**config.mk**
```make
export PLATFORM = sky130hd
export DESIGN_NAME = sem_bank
export DESIGN_NICKNAME = d
export VERILOG_FILES = /design/src/rtl/sem_bank_pkg.sv /design/src/rtl/sem_port_dec.sv /design/src/rtl/sem_cell.sv /design/src/rtl/sem_read_reg.sv /design/src/rtl/sem_bank.sv
export SDC_FILE = /design/constraint.sdc
export NUM_CORES = 1
export LEC_CHECK = 0
export BUFFER_PORTS_ARGS = -buffer_cell sky130_fd_sc_hd__buf_2
export CAP_MARGIN = 30
export CORE_ASPECT_RATIO = 1.75
export CORE_MARGIN = 2
export CORE_UTILIZATION = 47
export DETAILED_ROUTE_END_ITERATION = 10
export PLACE_DENSITY = 0.87
export RECOVER_POWER = 100
export SYNTH_ARGS = -nofsm -noshare
export SYNTH_HDL_FRONTEND = slang
export SYNTH_SLANG_ARGS = --single-unit
```
**constraint.sdc**
```tcl
create_clock -name clk -period 3 [get_ports clk]
set_clock_uncertainty 0.1 [all_clocks]
set_input_delay 0.3 -clock clk [delete_from_list [all_inputs] [get_ports clk]]
set_output_delay 0.3 -clock clk [all_outputs]
set_load 0.01 [all_outputs]
```
**src/rtl/sem_bank_pkg.sv**
```systemverilog
// Shared types for the semaphore bank.
// Assumes: nothing beyond IEEE 1800-2017.
package sem_bank_pkg;
    typedef enum logic [1:0] {
        OWN_NONE  = 2'd0,
        OWN_LEFT  = 2'd1,
        OWN_RIGHT = 2'd2
    } owner_e;
endpackage

```
**src/rtl/sem_port_dec.sv**
```systemverilog
// Turns one port's select, enable, direction, address and data bit 0
// into a read strobe, a token index and one-hot request/release strobes.
// Assumes: N_SEM == 2**IDX_W; higher address bits are ignored.
module sem_port_dec #(
    parameter int N_SEM = 8,
    parameter int IDX_W = 3
) (
    input  logic             sel,
    input  logic             mem_en,
    input  logic             wr,
    input  logic [IDX_W-1:0] idx,
    input  logic             wbit,
    output logic             rd_en,
    output logic [N_SEM-1:0] req,
    output logic [N_SEM-1:0] rel
);
    logic access;
    logic wr_en;

    // Purpose: qualify the access by select and inactive memory enable.
    always_comb begin
        access = sel & ~mem_en;
        rd_en  = access & ~wr;
        wr_en  = access & wr;
    end

    for (genvar i = 0; i < N_SEM; i++) begin : g_strobe
        // Purpose: per-token request and release strobes.
        always_comb begin
            req[i] = wr_en & (idx == IDX_W'(i)) & ~wbit;
            rel[i] = wr_en & (idx == IDX_W'(i)) &  wbit;
        end
    end
endmodule

```
**src/rtl/sem_cell.sv**
```systemverilog
// One token: a request latch per side plus an owner register.
// The holder keeps the token while its own request stays set.
// Otherwise the left request wins, then the right one.
// Assumes: a side never requests and releases in the same cycle.
module sem_cell
    import sem_bank_pkg::*;
(
    input  logic   clk,
    input  logic   rst_n,
    input  logic   l_req,
    input  logic   l_rel,
    input  logic   r_req,
    input  logic   r_rel,
    output owner_e owner,
    output logic   pend_l,
    output logic   pend_r
);
    logic   pend_l_nx;
    logic   pend_r_nx;
    owner_e owner_nx;

    // Purpose: update request latches from this cycle's writes.
    always_comb begin
        pend_l_nx = l_req ? 1'b1 : (l_rel ? 1'b0 : pend_l);
        pend_r_nx = r_req ? 1'b1 : (r_rel ? 1'b0 : pend_r);
    end

    // Purpose: keep the holder, else grant left first, then right.
    always_comb begin
        if (owner == OWN_LEFT && pend_l_nx)        owner_nx = OWN_LEFT;
        else if (owner == OWN_RIGHT && pend_r_nx)  owner_nx = OWN_RIGHT;
        else if (pend_l_nx)                        owner_nx = OWN_LEFT;
        else if (pend_r_nx)                        owner_nx = OWN_RIGHT;
        else                                       owner_nx = OWN_NONE;
    end

    // Purpose: state registers with synchronous active-low reset.
    always_ff @(posedge clk) begin
        if (!rst_n) begin
            pend_l <= 1'b0;
            pend_r <= 1'b0;
            owner  <= OWN_NONE;
        end else begin
            pend_l <= pend_l_nx;
            pend_r <= pend_r_nx;
            owner  <= owner_nx;
        end
    end
endmodule

```
**src/rtl/sem_read_reg.sv**
```systemverilog
// Per-port read output register: copies the flag onto every data bit
// when the port reads and holds it otherwise.
// Assumes: flag is sampled from state before this cycle's writes.
module sem_read_reg #(
    parameter int DATA_W = 16
) (
    input  logic              clk,
    input  logic              rst_n,
    input  logic              rd_en,
    input  logic              flag,
    output logic [DATA_W-1:0] rdata
);
    // Purpose: capture the replicated flag on a read; reset to all ones.
    always_ff @(posedge clk) begin
        if (!rst_n)     rdata <= '1;
        else if (rd_en) rdata <= {DATA_W{flag}};
    end
endmodule

```
**src/rtl/sem_bank.sv**
```systemverilog
// Two-port bank of N_SEM hardware semaphores on a single clock.
// Assumes: each port makes at most one access per cycle; DATA_W >= 2;
// ADDR_W > IDX_W.
module sem_bank
    import sem_bank_pkg::*;
#(
    parameter int ADDR_W = 16,
    parameter int DATA_W = 16,
    parameter int N_SEM  = 8
) (
    input  logic              clk,
    input  logic              rst_n,
    input  logic              left_sem_sel,
    input  logic              left_mem_en,
    input  logic              left_wr,
    input  logic [ADDR_W-1:0] left_addr,
    input  logic [DATA_W-1:0] left_wdata,
    output logic [DATA_W-1:0] left_rdata,
    input  logic              right_sem_sel,
    input  logic              right_mem_en,
    input  logic              right_wr,
    input  logic [ADDR_W-1:0] right_addr,
    input  logic [DATA_W-1:0] right_wdata,
    output logic [DATA_W-1:0] right_rdata
);
    localparam int IDX_W = $clog2(N_SEM);

    logic [IDX_W-1:0] l_idx, r_idx;
    logic             l_rd_en, r_rd_en;
    logic [N_SEM-1:0] l_wr_req, l_wr_rel, r_wr_req, r_wr_rel;
    logic [N_SEM-1:0] own_l_vec, own_r_vec, pend_l_vec, pend_r_vec;
    owner_e           owner [N_SEM];
    logic             l_flag, r_flag;
    logic             unused_bits;

    // Purpose: pick token index bits; upper address and data bits unused.
    always_comb begin
        l_idx       = left_addr[IDX_W-1:0];
        r_idx       = right_addr[IDX_W-1:0];
        unused_bits = ^{left_addr[ADDR_W-1:IDX_W], right_addr[ADDR_W-1:IDX_W],
                        left_wdata[DATA_W-1:1], right_wdata[DATA_W-1:1]};
    end

    sem_port_dec #(.N_SEM(N_SEM), .IDX_W(IDX_W)) u_dec_l (
        .sel(left_sem_sel), .mem_en(left_mem_en), .wr(left_wr),
        .idx(l_idx), .wbit(left_wdata[0]),
        .rd_en(l_rd_en), .req(l_wr_req), .rel(l_wr_rel)
    );

    sem_port_dec #(.N_SEM(N_SEM), .IDX_W(IDX_W)) u_dec_r (
        .sel(right_sem_sel), .mem_en(right_mem_en), .wr(right_wr),
        .idx(r_idx), .wbit(right_wdata[0]),
        .rd_en(r_rd_en), .req(r_wr_req), .rel(r_wr_rel)
    );

    for (genvar i = 0; i < N_SEM; i++) begin : g_cell
        sem_cell u_cell (
            .clk(clk), .rst_n(rst_n),
            .l_req(l_wr_req[i]), .l_rel(l_wr_rel[i]),
            .r_req(r_wr_req[i]), .r_rel(r_wr_rel[i]),
            .owner(owner[i]), .pend_l(pend_l_vec[i]), .pend_r(pend_r_vec[i])
        );

        // Purpose: per-side ownership view of this token.
        always_comb begin
            own_l_vec[i] = (owner[i] == OWN_LEFT);
            own_r_vec[i] = (owner[i] == OWN_RIGHT);
        end
    end

    // Purpose: complementary read flags; 0 means this side holds the token.
    always_comb begin
        l_flag = ~own_l_vec[l_idx];
        r_flag = ~own_r_vec[r_idx];
    end

    sem_read_reg #(.DATA_W(DATA_W)) u_rd_l (
        .clk(clk), .rst_n(rst_n), .rd_en(l_rd_en), .flag(l_flag), .rdata(left_rdata)
    );

    sem_read_reg #(.DATA_W(DATA_W)) u_rd_r (
        .clk(clk), .rst_n(rst_n), .rd_en(r_rd_en), .flag(r_flag), .rdata(right_rdata)
    );
endmodule

```
## Word level (Yosys, flattened, before mapping)

Cells that the tools add are included.

| operators by class | value |
|---|---|
| $lt $le $gt $ge | 2 |
| eq/ne operators | 30 |
| mux-type cells | 68 |
| bitwise logic cells | 63 |
| reductions and logical operators | 26 |

Operators with widths:

| operator | number |
|---|---|
| 1-bit bitwise AND | 54 |
| 2-bit two-way mux | 24 |
| 1-bit two-way mux | 42 |
| 3-bit equality test, second input constant | 8 |
| 2-bit by 1-bit equality test with 1-bit output, second input constant | 8 |
| 2-bit equality test, second input constant | 8 |
| 1-bit logical AND | 16 |
| 2-bit OR reduction | 8 |
| 3-bit by 2-bit equality test with 1-bit output, second input constant | 4 |
| 1-bit NOT | 9 |
| 3-bit by 4-bit < comparator with 1-bit output, second input constant | 2 |
| 1-bit binary-select mux with 3-bit select | 2 |
| 3-bit by 1-bit equality test with 1-bit output, second input constant | 2 |
| 3-bit logical NOT | 2 |

| storage, ports and cells | value |
|---|---|
| register bits | 34 |
| input bits | 72 |
| output and inout port bits | 32 |
| logic and storage cells | 223 |

## Longest topological paths before layout

| logic depth | value |
|---|---|
| word-level depth | 11 |
| gate-level depth with buffers | 5 |
| mapped depth without buffers | 4 |

## Modules after synthesis

A second synthesis with hierarchy kept.

| second synthesis, totals | value |
|---|---|
| cells, all modules | 225 |
| area, all modules | 2124.5 µm² |

By module, submodules not included:

| module | instances | cells an instance | area an instance (µm²) | sequential area each (µm²) |
|---|---|---|---|---|
| sem_cell | 8 | 13 | 155.1 | 80.1 |
| sem_port_dec | 2 | 30 | 191.4 | 0.0 |
| sem_read_reg | 2 | 18 | 146.4 | 20.0 |
| sem_bank | 1 | 25 | 207.7 | 0.0 |

## Worst setup path after synthesis

Ideal clock, no wire load.

| path | value |
|---|---|
| path type | input to register |
| from | in right_mem_en |
| to | reg g_cell[4].u_cell.pend_r |
| library setup time | 0.115 ns |
| arrival time | 1.235 ns |
| required time | 2.785 ns |
| setup slack | 1.550 ns |
| stages on the path | 4 |
| buffers on the path | 0 |
| cells stage by stage | nand4b_2 > nor3_1 > mux2_2 > and2_1 |

| on the way | value |
|---|---|
| longest elaborated chain between the ends | 7 |
| elaborated cells on any way between the ends | 8 |
| those cells by class | mux: 2; bitwise: 6 |

RTL lines:

| what | RTL line | RTL |
|---|---|---|
| start, declared | sem_bank.sv:20 | `input logic right_mem_en,` |
| 1-bit NOT (*) | sem_port_dec.sv:22 | `access = sel & ~mem_en;` |
| 1-bit bitwise AND (*) | sem_port_dec.sv:22 |  |
| 1-bit bitwise AND (*) | sem_port_dec.sv:24 | `wr_en = access & wr;` |
| 1-bit bitwise AND (*) | sem_port_dec.sv:30, sem_port_dec.sv:31 |  |
| 1-bit bitwise AND | sem_port_dec.sv:31 | `rel[i] = wr_en & (idx == IDX_W'(i)) & wbit;` |
| 1-bit two-way mux | sem_cell.sv:25 | `pend_r_nx = r_req ? 1'b1 : (r_rel ? 1'b0 : pend_r);` |
| 1-bit two-way mux (*) | sem_cell.sv:25 |  |
| end signal, assigned | sem_cell.sv:45 | `pend_r <= pend_r_nx;` |
| end, declared | sem_cell.sv:16 | `output logic pend_r` |

Every way passes the cells marked *; elsewhere a longest branch is shown, timed or not.
A chain may end at the register's enable or synchronous reset.

## Worst setup path after layout

| path | value |
|---|---|
| from | in right_addr[2] |
| to | reg g_cell[4].u_cell.owner[0] |

| on the way | value |
|---|---|
| longest elaborated chain between the ends | 8 |
| elaborated cells on any way between the ends | 9 |
| those cells by class | eq/ne: 1; mux: 4; bitwise: 3; reduce/logical: 1 |

RTL lines:

| what | RTL line | RTL |
|---|---|---|
| start, declared | sem_bank.sv:22 | `input logic [ADDR_W-1:0] right_addr,` |
| 3-bit equality test (*) | sem_port_dec.sv:30, sem_port_dec.sv:31 |  |
| 1-bit bitwise AND (*) | sem_port_dec.sv:30, sem_port_dec.sv:31 |  |
| 1-bit bitwise AND | sem_port_dec.sv:31 |  |
| 1-bit two-way mux | sem_cell.sv:25 |  |
| 1-bit two-way mux (*) | sem_cell.sv:25 |  |
| 1-bit logical AND (*) | sem_cell.sv:31 | `else if (owner == OWN_RIGHT && pend_r_nx) owner_nx = OWN_RIGHT;` |
| 2-bit two-way mux (*) | sem_cell.sv:31 |  |
| 1-bit two-way mux (*) | sem_cell.sv:30 | `if (owner == OWN_LEFT && pend_l_nx) owner_nx = OWN_LEFT;` |
| end signal, assigned | sem_cell.sv:46 | `owner <= owner_nx;` |
| end, declared | sem_cell.sv:14 | `output owner_e owner,` |

Marked as above.

==> flow_metrics.py <==
metrics = {
    "setup_path": {
        "path_buf_inv": 1,
        "critical_path.max_stage_delay_ps": 400,
        "crit_fanout": 7,
        "critPathLaunchType": "primary input",
        "worstSetupPathType": "in -> reg",
        "cp.depth": 5,
        "cp_slowest_cell": "mux2_1",
        "cp-end-kind": "register",
        "reg2reg_from": "g_cell[3].u_cell.owner[0]$_SDFF_PN0_",
        "crit_arrival_ps": 1600,
        "crit_family": "simple AND/OR/NAND/NOR gates",
        "r2r_slack_ps": 1650,
        "worstPathCellList": "clkbuf_1, nand4b_1, nor3_1, mux2_1, a211oi_1",
        "r2r_cells": 4,
        "regToRegEndpoint": "u_rd_r.rdata[0]$_SDFFE_PN1P_",
        "crit_required_ps": 3100,
    },
    "cells_and_area": {
        "area_growth_pct": 2.75,
        "nNetsFinal": 274,
        "antenna_cells": 0,
        "fin_area_mm2": 0.00182,
        "drive_above_1_share": 0.113,
        "fin_cells": 249,
    },
    "placement": {
        "place_area_mm2": 0.00179,
        "finalWeightedCongestion": 0.739,
        "dp.final_hpwl_um": 2590,
        "dpl.cell_count": 241,
        "portBuffers": 47,
        "place_worst_setup_slack_ps": 1310,
    },
    "hold_path": {
        "hp-class": "in -> reg",
        "hold_path_depth": 3,
        "hold_path.startpoint": "right_mem_en",
        "hold-path-endpoint": "u_rd_r.rdata[0]$_SDFFE_PN1P_",
    },
    "clocking": {
        "ctsHtreeMaxLevel": 2,
        "numCtsBuffers": 5,
        "clock_latency_ps": 280,
        "post_cts_buffers": 0,
        "clockBufferDepth": 2,
        "cts_tree": "yes",
        "cts.repair.resized": 0,
        "clock-sinks": 34,
        "path_clk_slew_ps": 70,
        "ctsHoldBuffers": 0,
        "cts-root-buf": "clkbuf_8",
    },
    "job": {
        "drv_cap": 0,
    },
    "grt": {
        "grt_use_total": 0.178,
        "grt_max_degree": 19,
        "grt_pass1_wl_um": 5600,
        "grt-ovfl-total": 0,
        "grt_pass1_vias": 1207,
        "antenna_found_initial": 0,
    },
    "sta": {
        "grt_setup_unrepaired": "false",
        "max_slew.worst_pin.slew_ps": 521,
        "hold_viol_final": 0,
        "finalSetupTns_ps": 0,
        "period_minus_slack_ps": 1500,
        "final-setup-viol-count": 0,
        "report.final.slew_viol_count": 0,
        "finalCritPeriodShare": 0.499,
        "setup_slack_ps": 1500,
        "relSlewSlack": 0.650,
        "timing.fmax_mhz": 668,
    },
    "yosys": {
        "synth.ff_latch_count": 34,
        "yosysSeqAreaShare": 0.383,
        "yosysWarnings": 0,
        "synth_nets": 257,
        "synth.area.mux_share": 0.0747,
        "synth-simple-area-share": 0.205,
        "synth_compound_area_frac": 0.168,
        "synth.distinct_cells": 43,
        "avgSynthCellArea_um2": 9.60,
        "synth_cells": 185,
        "synth-xor-area-share": 0,
        "synth_top_family_by_area": "simple AND/OR/NAND/NOR gates",
        "synth_fa_ha_area_frac": 0,
        "netlist_area_mm2": 0.00178,
    },
    "power_and_ir_drop": {
        "p_per_area_mw_per_mm2": 490,
        "total_power_uw": 893,
        "ir_drop_uv": 277,
        "p_leak_nw": 0.793,
    },
    "routing": {
        "vias_per_cell": 5.36,
        "route.detailed.drc": 0,
        "route.vias.total": 1335,
        "wire_per_inst_um": 14.2,
        "drt_pass1_iterations": 4,
        "routed_wl_um": 3530,
        "dr.first_iter.drc_count": 19,
        "ant_nets": 0,
    },
    "floorplanning": {
        "rows": 29,
        "io_pins": 104,
        "die_x_um": 50.5,
        "die_area_mm2": 0.00430,
        "core_area_mm2": 0.00363,
        "die_h_um": 85.3,
        "start_util": 0.489,
    },
    "outcome": {
        "outcome": "complete, no violations",
    },
}
==> final cells by class <==
cell class / instances / area, um2
fillers: 362 / 1800
multi-input cells: 108 / 782
flip-flops and latches: 34 / 681
repair buffers: 47 / 190
clock buffers: 7 / 86.3
well taps: 46 / 57.6
inverters: 6 / 22.5
clock inverters: 1 / 5.00
==> worst reg2reg max path, cell delays in order (launching register included) <==
cell      delay (ps)
dfxtp_1          310
nand2b_1         180
mux4_2           480
nor2_1           100
o31ai_1           70
==> flip-flops by register name (all words and copies together) (netlist names) <==
signal / count
g_cell.u_cell.owner: 16
g_cell.u_cell.pend_l: 8
g_cell.u_cell.pend_r: 8
u_rd_l.rdata: 1
u_rd_r.rdata: 1
==> stage by stage <==
step,hold WS [ps],util
after global placement,397,0.494
after CTS,246,0.519
after detailed placement,414,0.494
final,244,0.503
after floorplan,322,-
after global routing,263,0.503
==> layer usage <==
layer | vias up | GRT usage | part of all wire | wire [um]
met3 | 7 | 0.0370 | 0.056 | 198
met4 | 0 | 0.111 | 0.027 | 95
li1 | 656 | - | - | -
met1 | 625 | 0.168 | 0.36 | 1260
met2 | 47 | 0.333 | 0.56 | 1970
met5 | - | 0 | 0 | 0
==> cell usage after synthesis <==
master / n / area (um2)
a221oi_1: 2 / 17.5
o211a_1: 8 / 80.1
a31oi_1: 3 / 18.8
and2b_1: 2 / 15.0
buf_4: 31 / 233
nand2b_1: 9 / 56.3
nor2_8: 1 / 20.0
o21ai_0: 2 / 10.0
clkbuf_1: 2 / 7.51
nand2_4: 1 / 11.3
a21oi_1: 3 / 15.0
nand3b_1: 2 / 15.0
mux2i_2: 1 / 13.8
inv_1: 5 / 18.8
o31ai_1: 4 / 30.0
dfxtp_1: 34 / 681
a31o_1: 1 / 8.76
a211oi_1: 8 / 60.1
inv_2: 1 / 3.75
a41oi_1: 1 / 8.76
mux4_2: 1 / 22.5
mux2_4: 1 / 15.0
nor2b_1: 5 / 31.3
or3b_1: 2 / 17.5
a32oi_1: 1 / 8.76
buf_2: 2 / 10.0
nor2_1: 12 / 45.0
and4b_1: 1 / 10.0
nand4b_2: 1 / 15.0
nor3_1: 3 / 15.0
buf_8: 1 / 15.0
o22ai_1: 1 / 6.26
and4bb_1: 1 / 12.5
a211oi_2: 1 / 12.5
mux2_2: 1 / 11.3
o211ai_1: 1 / 7.51
mux2i_1: 7 / 70.1
nand3_1: 3 / 15.0
buf_6: 1 / 11.3
and4bb_2: 1 / 12.5
o21ai_1: 3 / 15.0
and2_1: 8 / 50.1
nand2_1: 6 / 22.5
==> cells by family after synthesis <==
group / count (synthesis)
AO/OA/AOI/OAI: 39
buffers and inverters: 43
flip-flops: 34
multiplexers: 11
AND/OR/NAND/NOR: 58
==> where the power goes <==
part           total, mW  leakage [nW]  internal [mW]  switching, mW
clock              0.341        0.0482          0.185          0.156
sequential         0.462         0.274          0.456        0.00584
combinational     0.0898         0.470         0.0308         0.0590
==> cells in the final DEF, fill, tap and decap left out, drive strengths merged, types with 3 or more instances in the layout <==
cell type / Yosys / layout
a211oi: 9 / 9
a31oi: 3 / 3
dfxtp: 34 / 34
mux2i: 8 / 8
o31ai: 4 / 4
o211a: 8 / 8
nor2: 13 / 13
nand3: 3 / 3
o21ai: 5 / 5
inv: 6 / 6
nand2b: 9 / 9
buf: 35 / 11
nor2b: 5 / 5
and2: 8 / 8
clkbuf: 2 / 43
nand2: 7 / 7
nor3: 3 / 3
a21oi: 3 / 3
==> worst max path at each step <==
stage / slack, ps / startpoint / end
floorplan: 1550 / right_mem_en / g_cell[4].u_cell.pend_r$_SDFF_PN0_
global placement: 1350 / right_mem_en / g_cell[4].u_cell.owner[0]$_SDFF_PN0_
detailed placement: 1310 / right_mem_en / g_cell[4].u_cell.owner[0]$_SDFF_PN0_
CTS: 1520 / u_rd_r.rdata[0]$_SDFFE_PN1P_ / right_rdata[3]
global route: 1400 / right_addr[2] / g_cell[4].u_cell.owner[0]$_SDFF_PN0_
finish: 1500 / right_addr[2] / g_cell[4].u_cell.owner[0]$_SDFF_PN0_
(Power assumes the default switching activity.)
